[config.mk]
export PLATFORM = sky130hd
export DESIGN_NAME = spec_commit_seq
export DESIGN_NICKNAME = d
export VERILOG_FILES = /design/src/rtl/spec_seq_pkg.sv /design/src/rtl/spec_addr_log.sv /design/src/rtl/spec_seq_ctrl.sv /design/src/rtl/spec_commit_seq.sv
export SDC_FILE = /design/constraint.sdc
export NUM_CORES = 1
export LEC_CHECK = 0
export ABC_CLOCK_PERIOD_IN_PS = 6100
export BUFFER_PORTS_ARGS = -buffer_cell sky130_fd_sc_hd__buf_4
export CAP_MARGIN = 0
export CELL_PAD_IN_SITES_DETAIL_PLACEMENT = 0
export CELL_PAD_IN_SITES_GLOBAL_PLACEMENT = 2
export CORE_MARGIN = 2
export CORE_UTILIZATION = 37
export CTS_BUF_LIST = sky130_fd_sc_hd__clkbuf_16
export CTS_CLUSTER_DIAMETER = 200
export DETAILED_ROUTE_END_ITERATION = 6
export PLACE_DENSITY = 0.89
export SKIP_CTS_REPAIR_TIMING = 1
export SLEW_MARGIN = 20
export SYNTH_ARGS = -nofsm -noshare
export SYNTH_HDL_FRONTEND = slang
export SYNTH_HIERARCHICAL = 1
export SYNTH_SLANG_ARGS = --single-unit
[constraint.sdc]
create_clock -name clk_i -period 6.1 [get_ports clk_i]
set_input_delay 1.22 -clock clk_i [delete_from_list [all_inputs] [get_ports clk_i]]
set_output_delay 1.22 -clock clk_i [all_outputs]
set_load 0.02 [all_outputs]
[src/rtl/spec_seq_pkg.sv]
package spec_seq_pkg;
  typedef enum logic [3:0] {
    S_IDLE, S_REQ, S_CLR_RD, S_FRD, S_CRD, S_CAP, S_SEND, S_CLR_MOD,
    S_NSPEC, S_REL, S_SQ_INV, S_SQ_CLR, S_SQ_END
  } seq_state_e;
endpackage

[src/rtl/spec_addr_log.sv]
module spec_addr_log #(
  parameter int ADDR_W = 8,
  parameter int DEPTH  = 4
) (
  input  logic              clk_i,
  input  logic              rst_ni,
  input  logic              push_i,
  input  logic [ADDR_W-1:0] push_addr_i,
  input  logic              step_i,
  input  logic              clear_i,
  output logic [ADDR_W-1:0] head_addr_o,
  output logic              empty_o,
  output logic              full_o,
  output logic              last_o
);
  localparam int CW = $clog2(DEPTH + 1);
  localparam int IW = (DEPTH > 1) ? $clog2(DEPTH) : 1;

  logic [ADDR_W-1:0] mem_q [DEPTH];
  logic [CW-1:0]     cnt_q;
  logic [IW-1:0]     idx_q;

  for (genvar g = 0; g < DEPTH; g++) begin : g_ent
    always_ff @(posedge clk_i or negedge rst_ni) begin
      if (!rst_ni) mem_q[g] <= '0;
      else if (push_i && cnt_q == CW'(g)) mem_q[g] <= push_addr_i;
    end
  end

  always_ff @(posedge clk_i or negedge rst_ni) begin
    if (!rst_ni) begin
      cnt_q <= '0;
      idx_q <= '0;
    end else if (clear_i) begin
      cnt_q <= '0;
      idx_q <= '0;
    end else begin
      if (push_i) cnt_q <= cnt_q + CW'(1);
      if (step_i) idx_q <= idx_q + IW'(1);
    end
  end

  assign head_addr_o = mem_q[idx_q];
  assign empty_o     = (cnt_q == '0);
  assign full_o      = (cnt_q == CW'(DEPTH));
  assign last_o      = ((CW'(idx_q) + CW'(1)) == cnt_q);

  p_no_push_full_r8: assert property (@(posedge clk_i) disable iff (!rst_ni)
    push_i |-> !full_o);
  p_cnt_bound_r1: assert property (@(posedge clk_i) disable iff (!rst_ni)
    cnt_q <= CW'(DEPTH));
  p_step_in_range_r5: assert property (@(posedge clk_i) disable iff (!rst_ni)
    step_i |-> !empty_o);
endmodule

[src/rtl/spec_seq_ctrl.sv]
module spec_seq_ctrl
  import spec_seq_pkg::*;
#(
  parameter int ADDR_W = 8,
  parameter int DATA_W = 16
) (
  input  logic              clk_i,
  input  logic              rst_ni,
  input  logic              st_valid_i,
  input  logic [ADDR_W-1:0] st_addr_i,
  input  logic [DATA_W-1:0] st_data_i,
  input  logic              st_dirty_i,
  output logic              st_stall_o,
  input  logic              end_i,
  input  logic              viol_i,
  output logic              tok_req_o,
  input  logic              tok_gnt_i,
  output logic              clr_rd_o,
  output logic              clr_mod_o,
  output logic              rd_en_o,
  output logic [ADDR_W-1:0] rd_addr_o,
  input  logic [DATA_W-1:0] rd_data_i,
  output logic              pkt_valid_o,
  output logic [ADDR_W-1:0] pkt_addr_o,
  output logic [DATA_W-1:0] pkt_data_o,
  input  logic              pkt_ready_i,
  output logic              inv_o,
  output logic [ADDR_W-1:0] inv_addr_o,
  output logic              restore_o,
  output logic              done_o,
  // address log
  output logic              push_o,
  output logic              step_o,
  output logic              clear_o,
  input  logic [ADDR_W-1:0] head_addr_i,
  input  logic              empty_i,
  input  logic              full_i,
  input  logic              last_i
);
  seq_state_e        state_q, state_d;
  logic              ovf_q, ovf_d;
  logic [ADDR_W-1:0] addr_q;
  logic [DATA_W-1:0] dat_q;
  logic              st_acc, ovf_hit;

  assign ovf_hit = st_valid_i && !st_dirty_i && full_i;

  always_comb begin
    st_acc = 1'b0;
    if (state_q == S_IDLE) st_acc = st_valid_i && !viol_i && !end_i && !ovf_hit;
    else if (state_q == S_NSPEC) st_acc = st_valid_i && pkt_ready_i && !end_i;
  end
  assign st_stall_o = st_valid_i && !st_acc;
  assign push_o     = (state_q == S_IDLE) && st_acc && !st_dirty_i;

  always_comb begin
    state_d = state_q;
    ovf_d   = ovf_q;
    step_o  = 1'b0;
    clear_o = 1'b0;
    unique case (state_q)
      S_IDLE: begin
        if (viol_i) state_d = empty_i ? S_SQ_CLR : S_SQ_INV;
        else if (end_i) state_d = S_REQ;
        else if (ovf_hit) begin
          state_d = S_REQ;
          ovf_d   = 1'b1;
        end
      end
      S_REQ: begin
        if (viol_i) begin  // not yet holder: squash wins
          state_d = empty_i ? S_SQ_CLR : S_SQ_INV;
          ovf_d   = 1'b0;
        end else if (tok_gnt_i) state_d = S_CLR_RD;
      end
      S_CLR_RD:  state_d = empty_i ? S_CLR_MOD : S_FRD;
      S_FRD:     state_d = S_CRD;
      S_CRD:     state_d = S_CAP;
      S_CAP:     state_d = S_SEND;
      S_SEND: begin
        if (pkt_ready_i) begin
          step_o  = 1'b1;
          state_d = last_i ? S_CLR_MOD : S_FRD;
        end
      end
      S_CLR_MOD: begin
        clear_o = 1'b1;
        state_d = ovf_q ? S_NSPEC : S_REL;
      end
      S_NSPEC: if (end_i) state_d = S_REL;
      S_REL: begin
        state_d = S_IDLE;
        ovf_d   = 1'b0;
      end
      S_SQ_INV: begin
        step_o = 1'b1;
        if (last_i) state_d = S_SQ_CLR;
      end
      S_SQ_CLR:  state_d = S_SQ_END;
      S_SQ_END: begin
        clear_o = 1'b1;
        state_d = S_IDLE;
      end
      default:   state_d = S_IDLE;
    endcase
  end

  always_ff @(posedge clk_i or negedge rst_ni) begin
    if (!rst_ni) begin
      state_q <= S_IDLE;
      ovf_q   <= 1'b0;
      addr_q  <= '0;
      dat_q   <= '0;
    end else begin
      state_q <= state_d;
      ovf_q   <= ovf_d;
      if (state_q == S_FRD) addr_q <= head_addr_i;
      if (state_q == S_CAP) dat_q  <= rd_data_i;
    end
  end

  assign tok_req_o = (state_q == S_REQ) || (state_q == S_CLR_RD) || (state_q == S_FRD) ||
                     (state_q == S_CRD) || (state_q == S_CAP) || (state_q == S_SEND) ||
                     (state_q == S_CLR_MOD) || (state_q == S_NSPEC);
  assign clr_rd_o    = (state_q == S_CLR_RD) || (state_q == S_SQ_CLR);
  assign clr_mod_o   = (state_q == S_CLR_MOD);
  assign rd_en_o     = (state_q == S_CRD);
  assign rd_addr_o   = addr_q;
  assign pkt_valid_o = (state_q == S_SEND) || ((state_q == S_NSPEC) && st_valid_i && !end_i);
  assign pkt_addr_o  = (state_q == S_SEND) ? addr_q : st_addr_i;
  assign pkt_data_o  = (state_q == S_SEND) ? dat_q : st_data_i;
  assign inv_o       = (state_q == S_SQ_INV);
  assign inv_addr_o  = head_addr_i;
  assign restore_o   = (state_q == S_SQ_END);
  assign done_o      = (state_q == S_SQ_END) || (state_q == S_REL);

  p_pkt_hold_r5: assert property (@(posedge clk_i) disable iff (!rst_ni)
    (state_q == S_SEND && !pkt_ready_i) |=>
      (pkt_valid_o && $stable(pkt_addr_o) && $stable(pkt_data_o)));
  p_pkt_under_token_r3: assert property (@(posedge clk_i) disable iff (!rst_ni)
    pkt_valid_o |-> tok_req_o);
  p_restore_done_r6: assert property (@(posedge clk_i) disable iff (!rst_ni)
    restore_o |-> (done_o && !tok_req_o && !pkt_valid_o));
  p_done_idle_r3: assert property (@(posedge clk_i) disable iff (!rst_ni)
    done_o |=> (state_q == S_IDLE));
  p_rd_single_r4: assert property (@(posedge clk_i) disable iff (!rst_ni)
    rd_en_o |=> !rd_en_o);
  p_viol_ignored_r7: assert property (@(posedge clk_i) disable iff (!rst_ni)
    (tok_req_o && state_q != S_REQ) |=> (state_q != S_SQ_INV && state_q != S_SQ_CLR));
  p_wait_grant_r2: assert property (@(posedge clk_i) disable iff (!rst_ni)
    (state_q == S_REQ && !tok_gnt_i) |=> (state_q == S_REQ || state_q == S_SQ_INV ||
                                          state_q == S_SQ_CLR));
endmodule

[src/rtl/spec_commit_seq.sv]
module spec_commit_seq #(
  parameter int ADDR_W = 8,
  parameter int DATA_W = 16,
  parameter int DEPTH  = 4
) (
  input  logic              clk_i,
  input  logic              rst_ni,
  input  logic              st_valid_i,
  input  logic [ADDR_W-1:0] st_addr_i,
  input  logic [DATA_W-1:0] st_data_i,
  input  logic              st_dirty_i,
  output logic              st_stall_o,
  input  logic              end_i,
  input  logic              viol_i,
  output logic              tok_req_o,
  input  logic              tok_gnt_i,
  output logic              clr_rd_o,
  output logic              clr_mod_o,
  output logic              rd_en_o,
  output logic [ADDR_W-1:0] rd_addr_o,
  input  logic [DATA_W-1:0] rd_data_i,
  output logic              pkt_valid_o,
  output logic [ADDR_W-1:0] pkt_addr_o,
  output logic [DATA_W-1:0] pkt_data_o,
  input  logic              pkt_ready_i,
  output logic              inv_o,
  output logic [ADDR_W-1:0] inv_addr_o,
  output logic              restore_o,
  output logic              done_o
);
  logic              push, step, clear, empty, full, last;
  logic [ADDR_W-1:0] head_addr;

  spec_addr_log #(.ADDR_W(ADDR_W), .DEPTH(DEPTH)) u_log (
    .clk_i, .rst_ni,
    .push_i(push), .push_addr_i(st_addr_i), .step_i(step), .clear_i(clear),
    .head_addr_o(head_addr), .empty_o(empty), .full_o(full), .last_o(last)
  );

  spec_seq_ctrl #(.ADDR_W(ADDR_W), .DATA_W(DATA_W)) u_ctrl (
    .clk_i, .rst_ni,
    .st_valid_i, .st_addr_i, .st_data_i, .st_dirty_i, .st_stall_o,
    .end_i, .viol_i, .tok_req_o, .tok_gnt_i,
    .clr_rd_o, .clr_mod_o, .rd_en_o, .rd_addr_o, .rd_data_i,
    .pkt_valid_o, .pkt_addr_o, .pkt_data_o, .pkt_ready_i,
    .inv_o, .inv_addr_o, .restore_o, .done_o,
    .push_o(push), .step_o(step), .clear_o(clear),
    .head_addr_i(head_addr), .empty_i(empty), .full_i(full), .last_i(last)
  );
endmodule

==> flow_summary_export.csv, run 1 <==
group,metric,value,unit
global_routing,use_met2,26.3,%
cells_and_area,multi_input_area,1730,sq um
global_routing,grt_usage,15.4,%
route,wl_per_cell,15.8,um
cells_and_area,final_common_cell,"buf_4",
clock_tree,root_buffer,"clkbuf_16",
setup_path,arrival,2.38,ns
cells_and_area,area_growth,30.3,%
clock_tree,htreeDepth,3,
placed_design,gp_congestion,0.770,
setup_path,cp_slowest_cell,"dfrtp_1",
timing,slew-limit-headroom,44.3,%
timing,period_needed,3.60,ns
setup_path,crit_path_end_kind,"primary output",
synth,syn_inst,276,
timing,fmax,0.278,GHz
power_and_ir_drop,p_per_area,439,nW/um^2
route,dr_total_vias,2440,
placed_design,port_buffers,96,
global_routing,grt_first_pass_wirelength,12300,um
cells_and_area,finalInstanceArea,4620,sq um
floorplanning,start_util,38.2,%
global_routing,first_global_vias,2441,
hold_path,hold_start,"u_log/mem_q[8]",
setup_path,critPathLaunch,"u_ctrl/state_q[3]",
global_routing,antenna_found_initial,0,
global_routing,grtUsageMet3,4.99,%
timing,slew_violations,0,
synth,yosys_warnings,6,
synth,netlist_top_cells_area,"dfrtp_1 47%, mux2_2 25%, mux4_2 5.1%, ha_1 2.1%, buf_4 1.9%",
clock_tree,clock_path_buffers,2,
clock_tree,path_clk_slew,0.05,ns
outcome,status,"complete, no violations",
cells_and_area,seq_area,1650,sq um
setup_path,path_cells,"nand2b_1 > nor2_2 > buf_4 > mux2_2 > buf_4",
global_routing,overflow,0,
global_routing,grt_max_degree,67,
synth,syn_avg_cell_area,12.8,sq um
synth,synthDistinctLibCells,41,
floorplanning,fp.dieArea,10400,sq um
cells_and_area,final_cell_mix,"98 x buf_4, 80 x mux2_2, 66 x dfrtp_1",
cells_and_area,antenna_cells,0,
setup_path,crit_path_frequent_cell,"buf_4",
timing,clock_skew,0.00665,ns
floorplanning,die_x,102,um
clock_tree,cts_buffers,9,
timing,tightestPinTransition,0.831,ns
placed_design,dpl-instance-area,4300,sq um
synth,synth_nets,330,
hold_path,hold_class,"reg -> reg",
synth,yosysTopAreaCellShare,46.6,%
setup_path,cp_max_fo,24,
setup_path,crit_type,"reg -> out",
route,wl,7870,um
route,drc,0,
timing,finalHoldViolCount,0,
route,via_per_inst,4.91,
clock_tree,cts_sinks,66,
timing,rsz0062_at_grt,"false",
cells_and_area,nFillCells,857,
route,firstDrtPassIters,4,
placed_design,dp_hpwl,5390,um
setup_path,cpPeakStageDelay,0.62,ns
synth,yosys.area.top_type,"dfrtp_1",
route,ant_nets,0,
timing,setup-violations-final,0,
global_routing,use_met1,19.3,%
timing,tns,0,ns
setup_path,reg2reg_from,"u_ctrl/state_q[3]",
clock_tree,clk_latency,0.32,ns
setup_path,cp.required,4.88,ns
floorplanning,num_io_pins,97,
route,drt-initial-drc-count,66,
cells_and_area,fin_nets,417,
floorplanning,dieHeight,102,um
job,drv_cap,0,
synth,seq_area_frac_synth,46.6,%
floorplanning,rows,35,
power_and_ir_drop,max-vdd-ir-drop,189,uV
placed_design,dp_slack,2.78,ns
cells_and_area,drive_gt1_share,57.9,%
synth,syn_area,3550,sq um
synth,ys_seq_elements,66,
timing,setup_slack,2.50,ns
setup_path,crit_path_start_kind,"flip-flop",
clock_tree,cts_tree,"done",
global_routing,grt.busiest_layer,"met2",
floorplanning,core_area,9280,sq um
power_and_ir_drop,leakagePower,2.26,nW
timing,finalCritPeriodShare,59.0,%
cells by family after synthesis:
logic type / count (synthesis) / synth area share (%)
multiplexers: 90 / 31.1
flip-flops: 66 / 46.6
AND/OR/NAND/NOR: 48 / 8.26
AO/OA/AOI/OAI: 29 / 5.19
buffers and inverters: 29 / 4.83
XOR/XNOR: 8 / 1.98
adder cells (fa/ha/maj): 6 / 2.12
metrics by stage:
stage	cells	hold WS [ns]	util [%]	power [mW]
2_1_floorplan	276	0.474	-	1.28
3_3_place_gp	481	0.481	46.4	1.48
3_5_place_dp	481	0.489	46.4	1.50
4_1_cts	497	0.501	49.8	2.06
5_1_grt	497	0.509	49.8	2.16
6_report	497	0.500	49.8	2.03
report_power, final:
group	total [mW]	switching (mW)	internal (mW)
logic	0.758	0.360	0.398
clock network	0.544	0.187	0.357
registers	0.728	0.158	0.570
flip-flops by register name (all words and copies together) (netlist names):
signal	cells
u_ctrl/rd_addr_o	8
u_log/cnt_q	3
u_log/idx_q	2
u_ctrl/ovf_q	1
u_ctrl/dat_q	16
u_ctrl/state_q	4
u_log/mem_q	32
critical path: cells and delay by family, from the launching register on:
family / cells / cell delay (ns)
buffers and inverters: 2 / 0.49
DFF: 1 / 0.62
and+or+nand+nor: 2 / 0.56
muxes: 1 / 0.38
Yosys cell counts, drive strengths merged:
master,n
o32ai,1
nor4,1
clkbuf,4
o21ai,10
mux2i,2
o2111ai,1
o41a,1
nand2,8
nand3b,3
and3,2
or3,2
or4,1
a211oi,2
nand3,1
nor3,6
or2,2
nor4b,1
and2,1
inv,7
a21o,1
o22a,1
o22ai,2
nor2b,2
ha,6
mux2,80
nand2b,2
nor2,16
a21oi,8
xor2,4
xnor2,4
mux4,8
buf,18
a22oi,2
dfrtp,66
area by class of cell:
class / instances / area share (%)
clock inverter: 7 / 2.00
timing repair buffer: 98 / 15.9
multi-input combinational: 181 / 37.4
inverter: 7 / 0.568
clock buffer: 9 / 4.87
tap: 129 / 3.49
sequential: 66 / 35.7
routing by layer:
| layer | vias up | share of wire, % |
|---|---|---|
| met5 | - | 0 |
| met1 | 1208 | 44 |
| li1 | 1161 | - |
| met2 | 64 | 50 |
| met4 | 0 | 0.65 |
| met3 | 7 | 4.9 |
path summary, 6_finish.rpt:
| path | slack (ns) | cells past startpoint | end |
|---|---|---|---|
| worst min register to register | 0.50 | 1 | u_log/mem_q[8] |
| max in group asynchronous | 4.56 | 1 | u_log/cnt_q[2] |
| worst max-delay path | 2.50 | 5 | pkt_data_o[15] |
| worst min-delay path | 0.50 | 1 | u_log/mem_q[8] |
| min in group asynchronous | 0.98 | 1 | u_log/mem_q[14] |
| worst max register to register | 3.41 | 6 | u_log/mem_q[4] |
No activity file was read; power rests on OpenSTA's default activity.
==> inputs of run 2 (changes only) <==
--- a/config.mk
+++ b/config.mk
@@ -5,17 +5,17 @@
 export SDC_FILE = /design/constraint.sdc
 export NUM_CORES = 1
 export LEC_CHECK = 0
-export ABC_CLOCK_PERIOD_IN_PS = 6100
+export ABC_CLOCK_PERIOD_IN_PS = 2900
 export BUFFER_PORTS_ARGS = -buffer_cell sky130_fd_sc_hd__buf_4
 export CAP_MARGIN = 0
 export CELL_PAD_IN_SITES_DETAIL_PLACEMENT = 0
 export CELL_PAD_IN_SITES_GLOBAL_PLACEMENT = 2
 export CORE_MARGIN = 2
-export CORE_UTILIZATION = 37
+export CORE_UTILIZATION = 31
 export CTS_BUF_LIST = sky130_fd_sc_hd__clkbuf_16
 export CTS_CLUSTER_DIAMETER = 200
 export DETAILED_ROUTE_END_ITERATION = 6
-export PLACE_DENSITY = 0.89
+export PLACE_DENSITY = 0.8
 export SKIP_CTS_REPAIR_TIMING = 1
 export SLEW_MARGIN = 20
 export SYNTH_ARGS = -nofsm -noshare
==> constraint.sdc (replaced) <==
create_clock -name clk_i -period 2.9 [get_ports clk_i]
set_input_delay 0.58 -clock clk_i [delete_from_list [all_inputs] [get_ports clk_i]]
set_output_delay 0.58 -clock clk_i [all_outputs]
set_load 0.02 [all_outputs]
==> flow_summary_export.csv, run 2 (synthesis results as in run 1) <==
group,metric,value,unit
setup_path,crit_path_start_kind,"flip-flop",
global_routing,grt_max_degree,67,
timing,period_needed,2.67,ns
floorplanning,fp.dieArea,12300,sq um
setup_path,crit_type,"reg -> out",
timing,tightestPinTransition,0.825,ns
floorplanning,start_util,31.5,%
floorplanning,die_x,111,um
cells_and_area,final_common_cell,"buf_4",
setup_path,cp_slowest_cell,"dfrtp_1",
clock_tree,root_buffer,"clkbuf_16",
clock_tree,cts_sinks,66,
clock_tree,clk_latency,0.32,ns
cells_and_area,seq_area,1650,sq um
cells_and_area,top_register,"u_log/mem_q",
timing,finalCritPeriodShare,92.1,%
global_routing,grt_usage,13.6,%
job,drv_cap,0,
route,via_per_inst,4.79,
power_and_ir_drop,leakagePower,2.31,nW
hold_path,hold_class,"in -> async",
clock_tree,clock_path_buffers,2,
timing,slew_violations,0,
timing,slew-limit-headroom,45.0,%
timing,finalHoldViolCount,0,
route,wl_per_cell,15.7,um
global_routing,first_global_vias,2637,
timing,fmax,0.375,GHz
setup_path,cp.required,2.32,ns
outcome,status,"complete, no violations",
cells_and_area,area_growth,32.6,%
power_and_ir_drop,max-vdd-ir-drop,429,uV
placed_design,gp_congestion,0.787,
global_routing,grt_first_pass_wirelength,13500,um
global_routing,antenna_found_initial,0,
setup_path,crit_family,"compound AO/OA/AOI/OAI gates",
route,dr_total_vias,2493,
cells_and_area,largest_register_ffs,32,
setup_path,crit_path_end_kind,"primary output",
setup_path,critPathBufInv,2,
timing,whs,0.358,ns
setup_path,cp_max_fo,5,
floorplanning,rows,39,
route,drt-initial-drc-count,41,
route,wl,8160,um
route,ant_nets,0,
placed_design,port_buffers,96,
power_and_ir_drop,p_per_area,908,nW/um^2
setup_path,cpPeakStageDelay,0.44,ns
route,firstDrtPassIters,4,
clock_tree,htreeDepth,3,
route,drc,0,
cells_and_area,fin_nets,427,
cells_and_area,multi_input_area,1730,sq um
placed_design,dp_hpwl,5880,um
setup_path,path_cells,"inv_1 > ha_1 > and2_1 > a211oi_1 > a21oi_1 > o41a_1 > buf_4",
timing,setup-violations-final,0,
floorplanning,dieHeight,111,um
timing,clock_skew,0.00523,ns
cells_and_area,final_cell_mix,"107 x buf_4, 80 x mux2_2, 66 x dfrtp_1",
cells_and_area,nFillCells,1090,
clock_tree,cts_buffers,9,
clock_tree,path_clk_slew,0.06,ns
floorplanning,num_io_pins,97,
cells_and_area,antenna_cells,0,
global_routing,overflow,0,
timing,rsz0062_at_grt,"false",
floorplanning,core_area,11300,sq um
setup_path,arrival,2.09,ns
clock_tree,cts_tree,"done",
timing,tns,0,ns
cells_and_area,drive_gt1_share,59.0,%
==> run 2: metrics by stage <==
step                      worst slack [ns]  cells  area, sq um  power (mW)  utilization [%]
final                                0.231    521         4700        4.27             41.7
after global routing                0.0960    521         4700        4.57             41.7
after CTS                            0.211    521         4700        4.33             41.7
after detailed placement             0.262    505         4410        3.25             39.1
after global placement               0.241    505         4410        3.22             39.1
after floorplan                      0.388    276         3550        2.69                -
==> run 2: final timing paths <==
check                             startpoint                end  slack, ns  cells past startpoint
setup reg to reg           u_ctrl/state_q[2]     u_log/mem_q[6]       0.46                      6
hold reg to reg              u_log/mem_q[24]    u_log/mem_q[24]       0.50                      1
setup / recovery              u_log/cnt_q[0]         st_stall_o       0.23                      7
min in group clk_i             rd_data_i[12]   u_ctrl/dat_q[12]       0.49                      2
hold / removal                        rst_ni     u_log/mem_q[8]       0.36                      1
max in group asynchronous             rst_ni  u_ctrl/state_q[2]       2.01                      1
==> run 2: final cells by class <==
class	count	share of cell area [%]
multi-input cells	181	36.8
clock inverters	7	1.46
inverters	7	0.559
clock buffers	9	4.79
well taps	143	3.80
repair buffers	108	17.5
flip-flops and latches	66	35.1
==> run 2: worst register-to-register path, delay by kind of cell, from the launching register on <==
family | cells | cell delay, ns
flops | 1 | 0.47
simple gates | 4 | 1.29
mux | 1 | 0.33
buf+inv | 1 | 0.24
==> run 2: where the power goes <==
part,internal (mW),switching (mW),leakage [nW]
clock network,0.663,0.396,0.143
logic,0.906,0.887,1.29
registers,1.20,0.218,0.870
total,2.77,1.50,2.31
==> run 2: layer usage <==
metal / up-vias / wire (um) / track usage [%]
met5: - / 0 / 0
met4: 0 / 59 / 3.00
met3: 7 / 372 / 3.88
met2: 60 / 4130 / 23.6
met1: 1240 / 3600 / 16.9
li1: 1186 / - / -
